[src/rtl/irq_router_pkg.sv]
package irq_router_pkg;
   // Board-fixed slot assignments
   localparam int SOUTH_SLOT    = 5;
   localparam int VIDEO_SLOT    = 6;
   localparam int NET_SLOT      = 7;
   localparam int EXP_FIRST     = 8;
   localparam int EXP_LAST      = 12;
   // Offsets from the line base
   localparam int VIDEO_OFS     = 4;
   localparam int NET_OFS       = 5;
   localparam int EXP_OFS       = 6;
endpackage

[src/rtl/irq_swizzle.sv]
module irq_swizzle
   import irq_router_pkg::*;
#(
   parameter int SLOT_W    = 5,
   parameter int PIN_W     = 2,
   parameter int LINE_W    = 8,
   parameter int LINE_BASE = 32
) (
   input  logic [SLOT_W-1:0] slot_i,
   input  logic [PIN_W-1:0]  pin_i,
   output logic [LINE_W-1:0] line_o
);
   localparam logic [LINE_W-1:0] BASE_L = LINE_W'(LINE_BASE);

   logic [LINE_W-1:0] pin_l;
   logic [LINE_W-1:0] slot_l;

   assign pin_l  = LINE_W'(pin_i);
   assign slot_l = LINE_W'(slot_i);

   always_comb begin
      if (slot_i == SLOT_W'(SOUTH_SLOT))
         line_o = BASE_L + LINE_W'(pin_i[1:0]);
      else if (slot_i == SLOT_W'(VIDEO_SLOT))
         line_o = BASE_L + LINE_W'(VIDEO_OFS);
      else if (slot_i == SLOT_W'(NET_SLOT))
         line_o = BASE_L + LINE_W'(NET_OFS);
      else if (slot_i >= SLOT_W'(EXP_FIRST) && slot_i <= SLOT_W'(EXP_LAST))
         line_o = BASE_L + LINE_W'(EXP_OFS) + (slot_l - LINE_W'(EXP_FIRST)) + pin_l;
      else
         line_o = pin_l;
   end
endmodule

[src/rtl/irq_edge_track.sv]
module irq_edge_track #(
   parameter int SRC_W = 7,
   localparam int NSRC = 1 << SRC_W
) (
   input  logic             clk,
   input  logic             rst_n,
   input  logic             upd_i,
   input  logic [SRC_W-1:0] src_i,
   input  logic             level_i,
   output logic             rise_o
);
   logic [NSRC-1:0] prev_q;

   for (genvar g = 0; g < NSRC; g++) begin : g_src
      always_ff @(posedge clk or negedge rst_n) begin
         if (!rst_n)
            prev_q[g] <= 1'b0;
         else if (upd_i && src_i == SRC_W'(g))
            prev_q[g] <= level_i;
      end
   end

   assign rise_o = level_i & ~prev_q[src_i];
endmodule

[src/rtl/irq_condition.sv]
module irq_condition #(
   parameter int VEC_W = 32,
   localparam int IDX_W = $clog2(VEC_W)
) (
   input  logic             clk,
   input  logic             rst_n,
   input  logic             upd_i,
   input  logic [IDX_W-1:0] idx_i,
   input  logic             rise_i,
   input  logic [VEC_W-1:0] edge_vec_i,
   input  logic [VEC_W-1:0] pol_vec_i,
   output logic             req_o
);
   logic pulse_q;
   logic hold_q;
   logic edge_b;
   logic pol_b;

   assign edge_b = edge_vec_i[idx_i];
   assign pol_b  = pol_vec_i[idx_i];

   always_ff @(posedge clk or negedge rst_n) begin
      if (!rst_n) begin
         pulse_q <= 1'b0;
         hold_q  <= 1'b0;
      end else begin
         pulse_q <= upd_i & edge_b & rise_i;
         if (upd_i)
            hold_q <= edge_b ? 1'b0 : pol_b;
      end
   end

   assign req_o = pulse_q | hold_q;
endmodule

[src/rtl/irq_router.sv]
module irq_router #(
   parameter int SLOT_W    = 5,
   parameter int PIN_W     = 2,
   parameter int LINE_W    = 8,
   parameter int VEC_W     = 32,
   parameter int LINE_BASE = 32
) (
   input  logic              clk,
   input  logic              rst_n,
   input  logic              evt_valid_i,
   input  logic [SLOT_W-1:0] evt_slot_i,
   input  logic [PIN_W-1:0]  evt_pin_i,
   input  logic              evt_level_i,
   input  logic [VEC_W-1:0]  edge_sel_i,
   input  logic [VEC_W-1:0]  pol_sel_i,
   output logic [LINE_W-1:0] line_o,
   output logic              irq_req_o
);
   localparam int IDX_W = $clog2(VEC_W);
   localparam int SRC_W = SLOT_W + PIN_W;

   if (SLOT_W < 4) begin : g_bad_slot
      $error("SLOT_W must cover slot 12");
   end
   if (PIN_W < 2) begin : g_bad_pin
      $error("PIN_W must cover four pins");
   end
   if ((1 << IDX_W) != VEC_W) begin : g_bad_vec
      $error("VEC_W must be a power of two");
   end
   if ((1 << LINE_W) <= LINE_BASE + 6 + 4 + (1 << PIN_W)) begin : g_bad_line
      $error("LINE_W too narrow for the highest line");
   end

   logic [LINE_W-1:0] line_d;
   logic [LINE_W-1:0] line_q;
   logic [IDX_W-1:0]  idx;
   logic              rise;

   irq_swizzle #(
      .SLOT_W(SLOT_W), .PIN_W(PIN_W), .LINE_W(LINE_W), .LINE_BASE(LINE_BASE)
   ) u_swz (
      .slot_i(evt_slot_i),
      .pin_i (evt_pin_i),
      .line_o(line_d)
   );

   assign idx = IDX_W'(line_d - LINE_W'(LINE_BASE));

   irq_edge_track #(.SRC_W(SRC_W)) u_trk (
      .clk    (clk),
      .rst_n  (rst_n),
      .upd_i  (evt_valid_i),
      .src_i  ({evt_slot_i, evt_pin_i}),
      .level_i(evt_level_i),
      .rise_o (rise)
   );

   irq_condition #(.VEC_W(VEC_W)) u_cond (
      .clk       (clk),
      .rst_n     (rst_n),
      .upd_i     (evt_valid_i),
      .idx_i     (idx),
      .rise_i    (rise),
      .edge_vec_i(edge_sel_i),
      .pol_vec_i (pol_sel_i),
      .req_o     (irq_req_o)
   );

   always_ff @(posedge clk or negedge rst_n) begin
      if (!rst_n)
         line_q <= '0;
      else if (evt_valid_i)
         line_q <= line_d;
   end

   assign line_o = line_q;
endmodule

[config.mk]
export PLATFORM = sky130hd
export DESIGN_NAME = irq_router
export DESIGN_NICKNAME = d
export VERILOG_FILES = /design/src/rtl/irq_router_pkg.sv /design/src/rtl/irq_swizzle.sv /design/src/rtl/irq_edge_track.sv /design/src/rtl/irq_condition.sv /design/src/rtl/irq_router.sv
export SDC_FILE = /design/constraint.sdc
export NUM_CORES = 1
export LEC_CHECK = 0
export ABC_AREA = 1
export ABC_CLOCK_PERIOD_IN_PS = 2100
export BUFFER_PORTS_ARGS = -buffer_cell sky130_fd_sc_hd__buf_2
export CORE_MARGIN = 5
export CORE_UTILIZATION = 49
export CTS_BUF_LIST = sky130_fd_sc_hd__clkbuf_16
export DETAILED_ROUTE_END_ITERATION = 10
export PLACE_DENSITY = 0.69
export RECOVER_POWER = 100
export SKIP_LAST_GASP = 1
export SLEW_MARGIN = 10
export SYNTH_ARGS = -nofsm -noshare
export SYNTH_HDL_FRONTEND = slang
export SYNTH_SLANG_ARGS = --single-unit
export TNS_END_PERCENT = 1
[constraint.sdc]
create_clock -name clk -period 2.1 [get_ports clk]
set_input_delay 0.105 -clock clk [delete_from_list [all_inputs] [get_ports clk]]
set_output_delay 0.105 -clock clk [all_outputs]
set_load 0.01 [all_outputs]
==> impl_summary.txt, run 1 <==
----------------------------------------------------
[Clock tree]
  Count of cells resized by post-cts repair ... 0
  Clk Latency, worst-skew pair ... 430 ps
  CTS Root Cell ... sky130_fd_sc_hd__clkbuf_16
  Number of buffers created by CTS ... 17
  Buffer depth of the longest clock path ... 2
  Htree depth ... 4
  Count of hold buffers inserted by post-cts repair ... 1
  CTS tree ... done
  Number of buffers added for setup after CTS ... 0
  Register clock-pin slew on the reported worst setup and hold paths ... 60 ps
  Total clock sinks ... 137

[Logic synthesis]
  Dominant cells by area after synthesis ... sky130_fd_sc_hd__dfrtp_1 45%, sky130_fd_sc_hd__a31oi_1 9.6%, sky130_fd_sc_hd__nand3_1 9.5%, sky130_fd_sc_hd__a21oi_1 8.8%, sky130_fd_sc_hd__nand2_1 6.8%
  Cell type with the highest aggregate area in the netlist ... sky130_fd_sc_hd__dfrtp_1
  Count of different cell masters after synthesis ... 32
  Net count after synthesis ... 1,054
  YS warnings ... 0
  Proportion of netlist area held by the largest area contributor ... 44.7%
  Post-synthesis sequential area ratio ... 44.7%
  Cell count after synthesis ... 967
  Synthesized area divided by synthesized cell count ... 7.92 um^2
  Total standard cell area after synthesis ... 7660 um^2
  Number of storage elements in the synthesis netlist ... 137

[STA]
  Final-report setup violation count ... 0
  Setup clock skew after layout ... 8.57 ps
  Post-layout minimum cycle time ... 1880 ps
  Slew Limit Headroom ... 22.7%
  Worst hold-check slack ... 73.1 ps
  Fmax ... 0.531 GHz
  Final total negative setup slack ... 0 ps
  Final Max Slew Viols ... 0
  Post-route worst setup slack ... 215 ps
  Transition time of the tightest slew-check pin ... 1160 ps
  Unrepaired setup endpoints after global routing ... false
  Ratio of final minimum period to clock period ... 89.7%
  Final number of hold-violating endpoints ... 0

[Layout]
  Finished layout cell area ... 9290 um^2
  Final net count ... 1,156
  Diodes inserted ... 0
  Fraction of layout instances using a drive strength above 1 ... 18.6%
  Sequential cell area ... 3430 um^2
  Layout Area Growth over Synthesis ... 21.2%
  Leading cell type in the layout, fill and taps excluded ... sky130_fd_sc_hd__nand3_1
  Filler cell count in the final layout ... 1,409
  Commonest cells after routing, fill and taps aside ... 138 x sky130_fd_sc_hd__nand3_1, 137 x sky130_fd_sc_hd__nand2_1, 137 x sky130_fd_sc_hd__dfrtp_1, 135 x sky130_fd_sc_hd__a21oi_1, 118 x sky130_fd_sc_hd__a31oi_1
  Area used by multi-input combinational logic ... 3750 um^2

[Global route]
  Pin count of the biggest net entering global routing ... 57
  Number of global-route vias before repair ... 7,000
  GRT Resource Usage Total ... 25.8%
  Initial antenna violation count ... 0
  Wire length of the first global-routing pass ... 37,500 um
  Sum of overflow across all layers after global routing ... 0

[Placement]
  Post-Place Worst Slack ... -95.3 ps
  Routability Congestion ... 0.961
  Port Buf Inserts ... 82
  Cell area after placement ... 8820 um^2
  Post-detail-place hpwl ... 15,700 um

[Power]
  Maximum vdd drop ... 0.665 mV
  Power per unit of standard cell area ... 818 nW/um^2
  Design Power ... 7.60 mW
  P_leak ... 4.38 nW

[Routing]
  Top layer in use ... met4
  Wire length on met1 ... 10,500 um
  First drt pass iteration count ... 6
  Residual DRC ... 0
  Routed wire length ... 23,100 um
  Vias after detailed routing ... 7,539
  DR WL met2 ... 10,400 um
  Number of violations reported at the end of detailed-routing iteration 0 ... 743
  Average routed wire per standard cell ... 17.9 um
  Detail-routed via count per cell ... 5.83
  Post-route antenna net violation count ... 0
  Detail Route met3 WL ... 1760 um

[Critical path]
  Reg2reg path depth ... 11
  Register-to-register path setup slack ... 330 ps
  Worst Setup Start Kind ... input port
  CP Capture Type ... flop
  CP arrival ... 2220 ps
  Highest fanout seen on the critical path ... 16
  Path type of the worst setup path ... in -> reg
  CP Data Required Time ... 2440 ps

[Die]
  Total number of placement rows ... 45
  Initial Util ... 50.2%
  Overall die width ... 135 um
  Die Y-Extent ... 135 um
  I/O pin count ... 84
  Die area ... 18,200 um^2
  Core ar. ... 15,300 um^2

[Min path]
  Path category of the worst min-delay check ... in -> reg
  Depth of the worst hold-timing path ... 3

[Run]
  Maximum Capacitance Violations ... 0

[Run status]
  Run status ... completed

----------------------------------------------------
[path summary, 6_finish.rpt]
kind                             startpoint          endpoint
min                             evt_valid_i         line_o[4]
min in group asynchronous             rst_n  u_trk.prev_q[69]
max reg2reg                u_trk.prev_q[67]    u_cond.pulse_q
min reg2reg                   u_cond.hold_q     u_cond.hold_q
max                            evt_pin_i[0]  u_trk.prev_q[11]
max in group asynchronous             rst_n  u_trk.prev_q[44]
[per-layer routing]
layer,up-vias,GRT usage (%)
li1,3650,-
met1,3523,37.3
met2,338,39.1
met3,28,5.51
met4,0,7.95
met5,-,0
[critical path: stages]
cell	delay [ps]
sky130_fd_sc_hd__clkbuf_1	150
sky130_fd_sc_hd__buf_4	190
sky130_fd_sc_hd__clkbuf_1	520
sky130_fd_sc_hd__nand2_1	220
sky130_fd_sc_hd__nor2_1	140
sky130_fd_sc_hd__clkbuf_1	570
sky130_fd_sc_hd__a21oi_1	140
sky130_fd_sc_hd__a31oi_1	180
[metrics by stage]
step,instances,util (%)
2_1_floorplan,967,-
3_3_place_gp,1260,57.8
3_5_place_dp,1260,57.8
4_1_cts,1293,61.7
5_1_grt,1293,60.9
6_report,1293,60.9
[logic make-up (layout without fill, tap and decap cells)]
| kind of cell | count (synthesis) | after routing | synth area share [%] |
|---|---|---|---|
| compound gates | 311 | 311 | 23.4 |
| other cells | 1 | 1 | 0.0489 |
| fa+ha+maj | 12 | 12 | 2.06 |
| buf+inv | 135 | 250 | 7.40 |
| xor+xnor | 3 | 3 | 0.343 |
| flops | 137 | 137 | 44.7 |
| mux | 7 | 7 | 0.914 |
| simple gates | 361 | 361 | 21.1 |
[area by class of cell]
type	instances	share of cell area (%)
multi-input cells	695	40.4
flip-flops and latches	137	36.9
repair buffers	166	11.3
clock buffers	17	4.58
well taps	211	2.84
inverters	52	2.17
clock inverters	15	1.71
[state kept, by name, summed over array words and instances (netlist names)]
register and flops:
u_trk.prev_q 128, line_o 7, u_cond.hold_q 1, u_cond.pulse_q 1
[report_power, final]
group | internal, mW | switching, mW | leakage [nW]
Clock | 1.85 | 1.14 | 0.287
Sequential | 2.98 | 0.184 | 1.79
Combinational | 0.575 | 0.869 | 2.30
Total | 5.40 | 2.19 | 4.38
[synth_stat cells]
master and instances:
sky130_fd_sc_hd__o21ai_2 1, sky130_fd_sc_hd__o21a_1 1, sky130_fd_sc_hd__a21oi_1 135, sky130_fd_sc_hd__nand4_1 1, sky130_fd_sc_hd__buf_2 27, sky130_fd_sc_hd__a22oi_1 20
sky130_fd_sc_hd__conb_1 1, sky130_fd_sc_hd__inv_1 40, sky130_fd_sc_hd__nor2_1 49, sky130_fd_sc_hd__dfrtp_1 137, sky130_fd_sc_hd__a31oi_1 118, sky130_fd_sc_hd__a22o_1 5
sky130_fd_sc_hd__ha_1 11, sky130_fd_sc_hd__nand2_2 6, sky130_fd_sc_hd__or2_2 1, sky130_fd_sc_hd__nand2_1 138, sky130_fd_sc_hd__nor3_1 13, sky130_fd_sc_hd__nor2_8 1
sky130_fd_sc_hd__nand3_2 2, sky130_fd_sc_hd__a22oi_4 1, sky130_fd_sc_hd__o21ai_0 30, sky130_fd_sc_hd__buf_6 1, sky130_fd_sc_hd__clkbuf_1 50, sky130_fd_sc_hd__buf_4 5
sky130_fd_sc_hd__mux2i_1 7, sky130_fd_sc_hd__inv_2 12, sky130_fd_sc_hd__xor2_1 2, sky130_fd_sc_hd__xnor2_1 1, sky130_fd_sc_hd__fa_1 1, sky130_fd_sc_hd__nand3b_1 1
sky130_fd_sc_hd__nand3_1 146, sky130_fd_sc_hd__nor2_2 3
Note: power is estimated with default switching activity, not from simulation.
==> run 2: changes to the inputs <==
--- a/config.mk
+++ b/config.mk
@@ -6,7 +6,7 @@
 export NUM_CORES = 1
 export LEC_CHECK = 0
 export ABC_AREA = 1
-export ABC_CLOCK_PERIOD_IN_PS = 2100
+export ABC_CLOCK_PERIOD_IN_PS = 2200
 export BUFFER_PORTS_ARGS = -buffer_cell sky130_fd_sc_hd__buf_2
 export CORE_MARGIN = 5
 export CORE_UTILIZATION = 49
@@ -14,6 +14,7 @@
 export DETAILED_ROUTE_END_ITERATION = 10
 export PLACE_DENSITY = 0.69
 export RECOVER_POWER = 100
+export REMOVE_ABC_BUFFERS = 1
 export SKIP_LAST_GASP = 1
 export SLEW_MARGIN = 10
 export SYNTH_ARGS = -nofsm -noshare
==> constraint.sdc (replaced) <==
create_clock -name clk -period 2.2 [get_ports clk]
set_input_delay 0.11 -clock clk [delete_from_list [all_inputs] [get_ports clk]]
set_output_delay 0.11 -clock clk [all_outputs]
set_load 0.01 [all_outputs]
==> impl_summary.txt, run 2 (synthesized netlist as in run 1, its figures left out) <==
----------------------------------------------------
[Clock tree]
  CTS Root Cell ... sky130_fd_sc_hd__clkbuf_16
  Buffer depth of the longest clock path ... 2
  Htree depth ... 4
  Number of buffers added for setup after CTS ... 0
  Register clock-pin slew on the reported worst setup and hold paths ... 60 ps
  Number of buffers created by CTS ... 17
  CTS tree ... done
  Total clock sinks ... 137
  Clk Latency, worst-skew pair ... 440 ps

[Routing]
  First drt pass iteration count ... 5
  Detail-routed via count per cell ... 5.98
  Average routed wire per standard cell ... 18.6 um
  Vias after detailed routing ... 7,662
  Number of violations reported at the end of detailed-routing iteration 0 ... 803
  Routed wire length ... 23,800 um
  Post-route antenna net violation count ... 0
  Residual DRC ... 0

[Critical path]
  CP Capture Type ... flop
  Buffer and inverter count on the worst path ... 9
  Path type of the worst setup path ... in -> reg
  Category of cells accounting for the largest share of critical-path delay ... buffers and inverters
  Crit path max-delay cell type ... sky130_fd_sc_hd__clkbuf_1
  CP arrival ... 2350 ps
  Worst Setup Start Kind ... input port
  Slowest cell delay on critical path ... 530 ps
  Highest fanout seen on the critical path ... 14
  Most repeated library cell on the critical path ... sky130_fd_sc_hd__inv_1
  Cell-by-cell trace of the critical path ... clkbuf_2 > buf_4 > inv_1 > nor2_2 > buf_12 > buf_12 > clkbuf_4 > inv_1 > nor2_1 > clkbuf_1 > nand2_1 > mux2i_1 > inv_1
  CP Data Required Time ... 2530 ps

[STA]
  Final number of hold-violating endpoints ... 0
  Setup clock skew after layout ... 13.4 ps
  Fmax ... 0.495 GHz
  Final Max Slew Viols ... 61
  Transition time of the tightest slew-check pin ... 1570 ps
  Final-report setup violation count ... 0
  Unrepaired setup endpoints after global routing ... false
  Ratio of final minimum period to clock period ... 91.7%
  Slew Limit Headroom ... -4.46%
  Post-route worst setup slack ... 182 ps
  Final total negative setup slack ... 0 ps
  Post-layout minimum cycle time ... 2020 ps

[Global route]
  Number of global-route vias before repair ... 7,243
  GRT Resource Usage Total ... 26.6%
  Pin count of the biggest net entering global routing ... 83
  Sum of overflow across all layers after global routing ... 0
  Wire length of the first global-routing pass ... 38,500 um
  Initial antenna violation count ... 0

[Placement]
  Routability Congestion ... 0.939
  Post-Place Worst Slack ... -224 ps
  Cell area after placement ... 8680 um^2
  Port Buf Inserts ... 82
  Post-detail-place hpwl ... 16,400 um

[Layout]
  Finished layout cell area ... 9150 um^2
  Diodes inserted ... 0
  Top register by number of flip-flops ... u_trk.prev_q
  Commonest cells after routing, fill and taps aside ... 147 x sky130_fd_sc_hd__nand3_1, 139 x sky130_fd_sc_hd__nand2_1, 137 x sky130_fd_sc_hd__dfrtp_1, 135 x sky130_fd_sc_hd__a21oi_1, 118 x sky130_fd_sc_hd__a31oi_1
  Flip-flop count of the largest register after layout ... 128
  Final core occ ... 60.0%
  Leading cell type in the layout, fill and taps excluded ... sky130_fd_sc_hd__nand3_1
  Layout Area Growth over Synthesis ... 19.4%
  Final net count ... 1,145
  Fraction of layout instances using a drive strength above 1 ... 17.2%

[Run status]
  Violations in the final reports ... capacitance limit, slew limit
  Run status ... complete, but fails checks

[Min path]
  Path category of the worst min-delay check ... in -> reg

[Die]
  Die Y-Extent ... 135 um
  I/O pin count ... 84
  Initial Util ... 50.2%
  Total number of placement rows ... 45
  Overall die width ... 135 um
  Die area ... 18,200 um^2
  Core ar. ... 15,300 um^2

[Power]
  Power per unit of standard cell area ... 792 nW/um^2
  P_leak ... 4.29 nW
  Maximum vdd drop ... 0.596 mV
  Design Power ... 7.25 mW

[Run]
  Maximum Capacitance Violations ... 1

----------------------------------------------------
==> run 2: changes by cell type in the layout (fill, tap and decap cells not counted), sizes merged <==
cell,before,now
dlymetal6s2s,1,0
clkinv,10,5
bufinv,3,2
clkbuf,56,57
inv,53,57
clkinvlp,1,3
buf,125,114
==> run 2: final cells by class <==
| type | count | area (um^2) |
|---|---|---|
| Tap cell | 211 | 264 |
| Fill cell | 1371 | 6110 |
| Timing Repair Buffer | 155 | 986 |
| Multi-Input combinational cell | 695 | 3680 |
| Clock inverter | 15 | 169 |
| Inverter | 52 | 196 |
| Clock buffer | 17 | 425 |
| Sequential cell | 137 | 3430 |
==> run 2: worst paths after layout <==
kind,startpoint,to,slack [ps],depth (start not counted)
setup / recovery,evt_pin_i[0],u_trk.prev_q[77],180,13
hold / removal,evt_valid_i,line_o[5],70,3
setup reg to reg,u_trk.prev_q[80],u_cond.pulse_q,420,9
hold reg to reg,line_o[6],line_o[6],490,2
max in group asynchronous,rst_n,u_trk.prev_q[82],410,3
min in group asynchronous,rst_n,u_trk.prev_q[111],600,2
==> run 2: worst min-delay path, cell delays in order <==
cell	delay, ps
sky130_fd_sc_hd__buf_2	180
sky130_fd_sc_hd__nor2_1	120
sky130_fd_sc_hd__nor2_1	50
==> run 2: metal layers <==
layer / global-route usage (%) / vias to the layer above / part of all wire [%]
li1: - / 3629 / -
met1: 36.6 / 3608 / 44
met4: 9.69 / 0 / 2.8
met2: 41.6 / 374 / 45
met5: 0 / - / 0
met3: 5.55 / 51 / 8.9
==> run 2: through the flow <==
stage,hold slack [ps],std cells
after floorplan,-186,884
after global placement,127,1249
after detailed placement,127,1249
after CTS,51.6,1282
after global routing,74.0,1282
final,67.3,1282
==> run 2: power breakdown <==
part	switching [mW]	internal [mW]
clock	1.19	1.69
sequential	0.180	2.85
combinational	0.821	0.520
==> run 2: timing repair <==
item / CTS / global route
setup endpoints to repair: 0 / 0
endpoints found under the hold margin: 57 / 0
hold buffers: 1 / 0
gates resized for setup: 0 / 0
==> run 3: changes to the inputs <==
--- a/config.mk
+++ b/config.mk
@@ -6,13 +6,13 @@
 export NUM_CORES = 1
 export LEC_CHECK = 0
 export ABC_AREA = 1
-export ABC_CLOCK_PERIOD_IN_PS = 2200
+export ABC_CLOCK_PERIOD_IN_PS = 1700
 export BUFFER_PORTS_ARGS = -buffer_cell sky130_fd_sc_hd__buf_2
 export CORE_MARGIN = 5
 export CORE_UTILIZATION = 49
 export CTS_BUF_LIST = sky130_fd_sc_hd__clkbuf_16
 export DETAILED_ROUTE_END_ITERATION = 10
-export PLACE_DENSITY = 0.69
+export PLACE_DENSITY = 0.71
 export RECOVER_POWER = 100
 export REMOVE_ABC_BUFFERS = 1
 export SKIP_LAST_GASP = 1
==> constraint.sdc (replaced) <==
create_clock -name clk -period 1.7 [get_ports clk]
set_input_delay 0.085 -clock clk [delete_from_list [all_inputs] [get_ports clk]]
set_output_delay 0.085 -clock clk [all_outputs]
set_load 0.01 [all_outputs]
==> impl_summary.txt, run 3 (synthesized netlist as in run 1, its figures left out) <==
----------------------------------------------------
[Die]
  Initial Util ... 50.2%
  Total number of placement rows ... 45
  I/O pin count ... 84
  Core ar. ... 15,300 um^2
  Die area ... 18,200 um^2
  Overall die width ... 135 um
  Die Y-Extent ... 135 um

[Global route]
  Initial antenna violation count ... 0
  Number of global-route vias before repair ... 7,337
  Met1 track demand over resource ... 36.3%
  Pin count of the biggest net entering global routing ... 61
  Sum of overflow across all layers after global routing ... 0
  Wire length of the first global-routing pass ... 38,700 um
  GRT Resource Usage Total ... 26.8%
  Global routing met2 resource utilization ... 42.9%
  Top Usage Layer GRT ... met2
  Met3 track utilization from global routing ... 6.00%

[Routing]
  Average routed wire per standard cell ... 18.3 um
  Detail-routed via count per cell ... 5.87
  Post-route antenna net violation count ... 0
  Vias after detailed routing ... 7,753
  First drt pass iteration count ... 5
  Residual DRC ... 0
  Routed wire length ... 24,200 um
  Number of violations reported at the end of detailed-routing iteration 0 ... 666

[Power]
  Net switching share of the total power ... 31.4%
  Clk pwr share ... 39.2%
  Power per unit of standard cell area ... 999 nW/um^2
  Psw ... 3.01 mW
  Part of the total power dissipated in sequential elements ... 41.0%
  Logic pwr share ... 19.8%
  Maximum vdd drop ... 0.770 mV
  Cell-internal power ... 6.56 mW
  P_leak ... 4.56 nW

[Layout]
  Layout Area Growth over Synthesis ... 25.1%
  Filler cell count in the final layout ... 1,356
  Final core occ ... 62.8%
  Final net count ... 1,184
  Diodes inserted ... 0
  Sequential cell area ... 3430 um^2
  Flip-flop count of the largest register after layout ... 128
  Top register by number of flip-flops ... u_trk.prev_q
  Fraction of layout instances using a drive strength above 1 ... 23.4%
  Commonest cells after routing, fill and taps aside ... 137 x sky130_fd_sc_hd__nand2_1, 137 x sky130_fd_sc_hd__dfrtp_1, 135 x sky130_fd_sc_hd__a21oi_1, 132 x sky130_fd_sc_hd__nand3_1, 118 x sky130_fd_sc_hd__a31oi_1
  Area used by multi-input combinational logic ... 3800 um^2

[STA]
  Transition time of the tightest slew-check pin ... 966 ps
  Slew Limit Headroom ... 35.6%
  Post-layout minimum cycle time ... 1710 ps
  Unrepaired setup endpoints after global routing ... true
  Final Max Slew Viols ... 0
  Worst hold-check slack ... 115 ps
  Final total negative setup slack ... -5.38 ps
  Fmax ... 0.586 GHz
  Final number of hold-violating endpoints ... 0
  Post-route worst setup slack ... -5.38 ps
  Ratio of final minimum period to clock period ... 100%
  Final-report setup violation count ... 1
  Setup clock skew after layout ... 8.64 ps

[Run status]
  Violations in the final reports ... setup timing
  Run status ... complete, but fails checks

[Clock tree]
  Total clock sinks ... 137
  Clk Latency, worst-skew pair ... 430 ps
  CTS Root Cell ... sky130_fd_sc_hd__clkbuf_16
  Number of buffers created by CTS ... 17
  Buffer depth of the longest clock path ... 2
  CTS tree ... done
  Htree depth ... 4
  Register clock-pin slew on the reported worst setup and hold paths ... 60 ps

[Critical path]
  Highest fanout seen on the critical path ... 6
  Worst Setup Start Kind ... input port
  Crit path max-delay cell type ... sky130_fd_sc_hd__fa_1
  CP arrival ... 2020 ps
  CP Data Required Time ... 2010 ps
  CP Capture Type ... flop
  Slowest cell delay on critical path ... 520 ps
  Path type of the worst setup path ... in -> reg
  Cell-by-cell trace of the critical path ... buf_8 > inv_4 > ha_4 > inv_2 > ha_4 > fa_1 > nand2_2 > o21ai_4 > inv_2 > buf_6 > nand3_2 > nand3_2 > nand3_2 > nand2_1 > nand2_1 > nand2_1

[Placement]
  Post-detail-place hpwl ... 16,200 um
  Port Buf Inserts ... 82
  Routability Congestion ... 0.976

[Min path]
  Path category of the worst min-delay check ... in -> reg

[Run]
  Maximum Capacitance Violations ... 0

----------------------------------------------------
-- run 3: timing repair --
| action | 4_1_cts | 5_1_grt |
|---|---|---|
| pin swaps | 19 | 2 |
| hold buffers | 1 | 0 |
| gates cloned | 0 | 1 |
| setup buffers | 3 | 0 |
| hold endpoints to repair | 137 | 0 |
| endpoints found under the setup margin | 2 | 10 |
| resized for setup | 29 | 8 |
-- run 3: metrics by stage --
step                      worst slack, ps  area [um^2]  power [mW]  std cells
after global routing                 -105         9580        10.0       1321
after global placement               -542         9010        5.76       1284
after floorplan                      -591         7290        4.94        884
after CTS                           -40.4         9770        9.63       1320
after detailed placement             -642         9010        5.80       1284
final                               -5.38         9580        9.57       1321
-- run 3: layer usage --
| layer | part of all wire (%) | up-vias |
|---|---|---|
| met2 | 45 | 395 |
| met1 | 43 | 3611 |
| met5 | 0 | - |
| met3 | 9.1 | 44 |
| li1 | - | 3703 |
| met4 | 2.9 | 0 |
-- run 3: critical path, delay by kind of cell --
| family | cells | cell delay [ps] |
|---|---|---|
| AO/OA/AOI/OAI | 1 | 170 |
| adder cells (fa/ha/maj) | 3 | 920 |
| buffers and inverters | 5 | 420 |
| AND/OR/NAND/NOR | 7 | 420 |
-- run 3: final cells by class --
type	instances	share of cell area, %
clock buffer	17	4.44
clock inverter	15	1.87
inverter	52	2.08
multi-input combinational	696	39.7
sequential	137	35.8
tap	211	2.75
timing repair buffer	193	13.4
-- run 3: path summary, 6_finish.rpt --
path	from	cells after the start	endpoint	slack [ps]
min	evt_valid_i	4	line_o[4]	110
max	evt_pin_i[1]	16	u_cond.hold_q	-5
min in group asynchronous	rst_n	2	u_trk.prev_q[13]	330
min reg2reg	u_trk.prev_q[26]	2	u_trk.prev_q[26]	480
max reg2reg	u_trk.prev_q[0]	12	u_cond.pulse_q	70
max in group asynchronous	rst_n	3	u_trk.prev_q[19]	270
-- run 3: power groups by stage --
stage / clock network [mW] / registers (mW) / logic [mW]
after floorplan: 0 / 3.91 / 1.03
after global placement: 0 / 3.95 / 1.81
after detailed placement: 0 / 3.96 / 1.85
after CTS: 3.79 / 3.91 / 1.92
after global routing: 3.94 / 3.97 / 2.12
final: 3.75 / 3.92 / 1.90
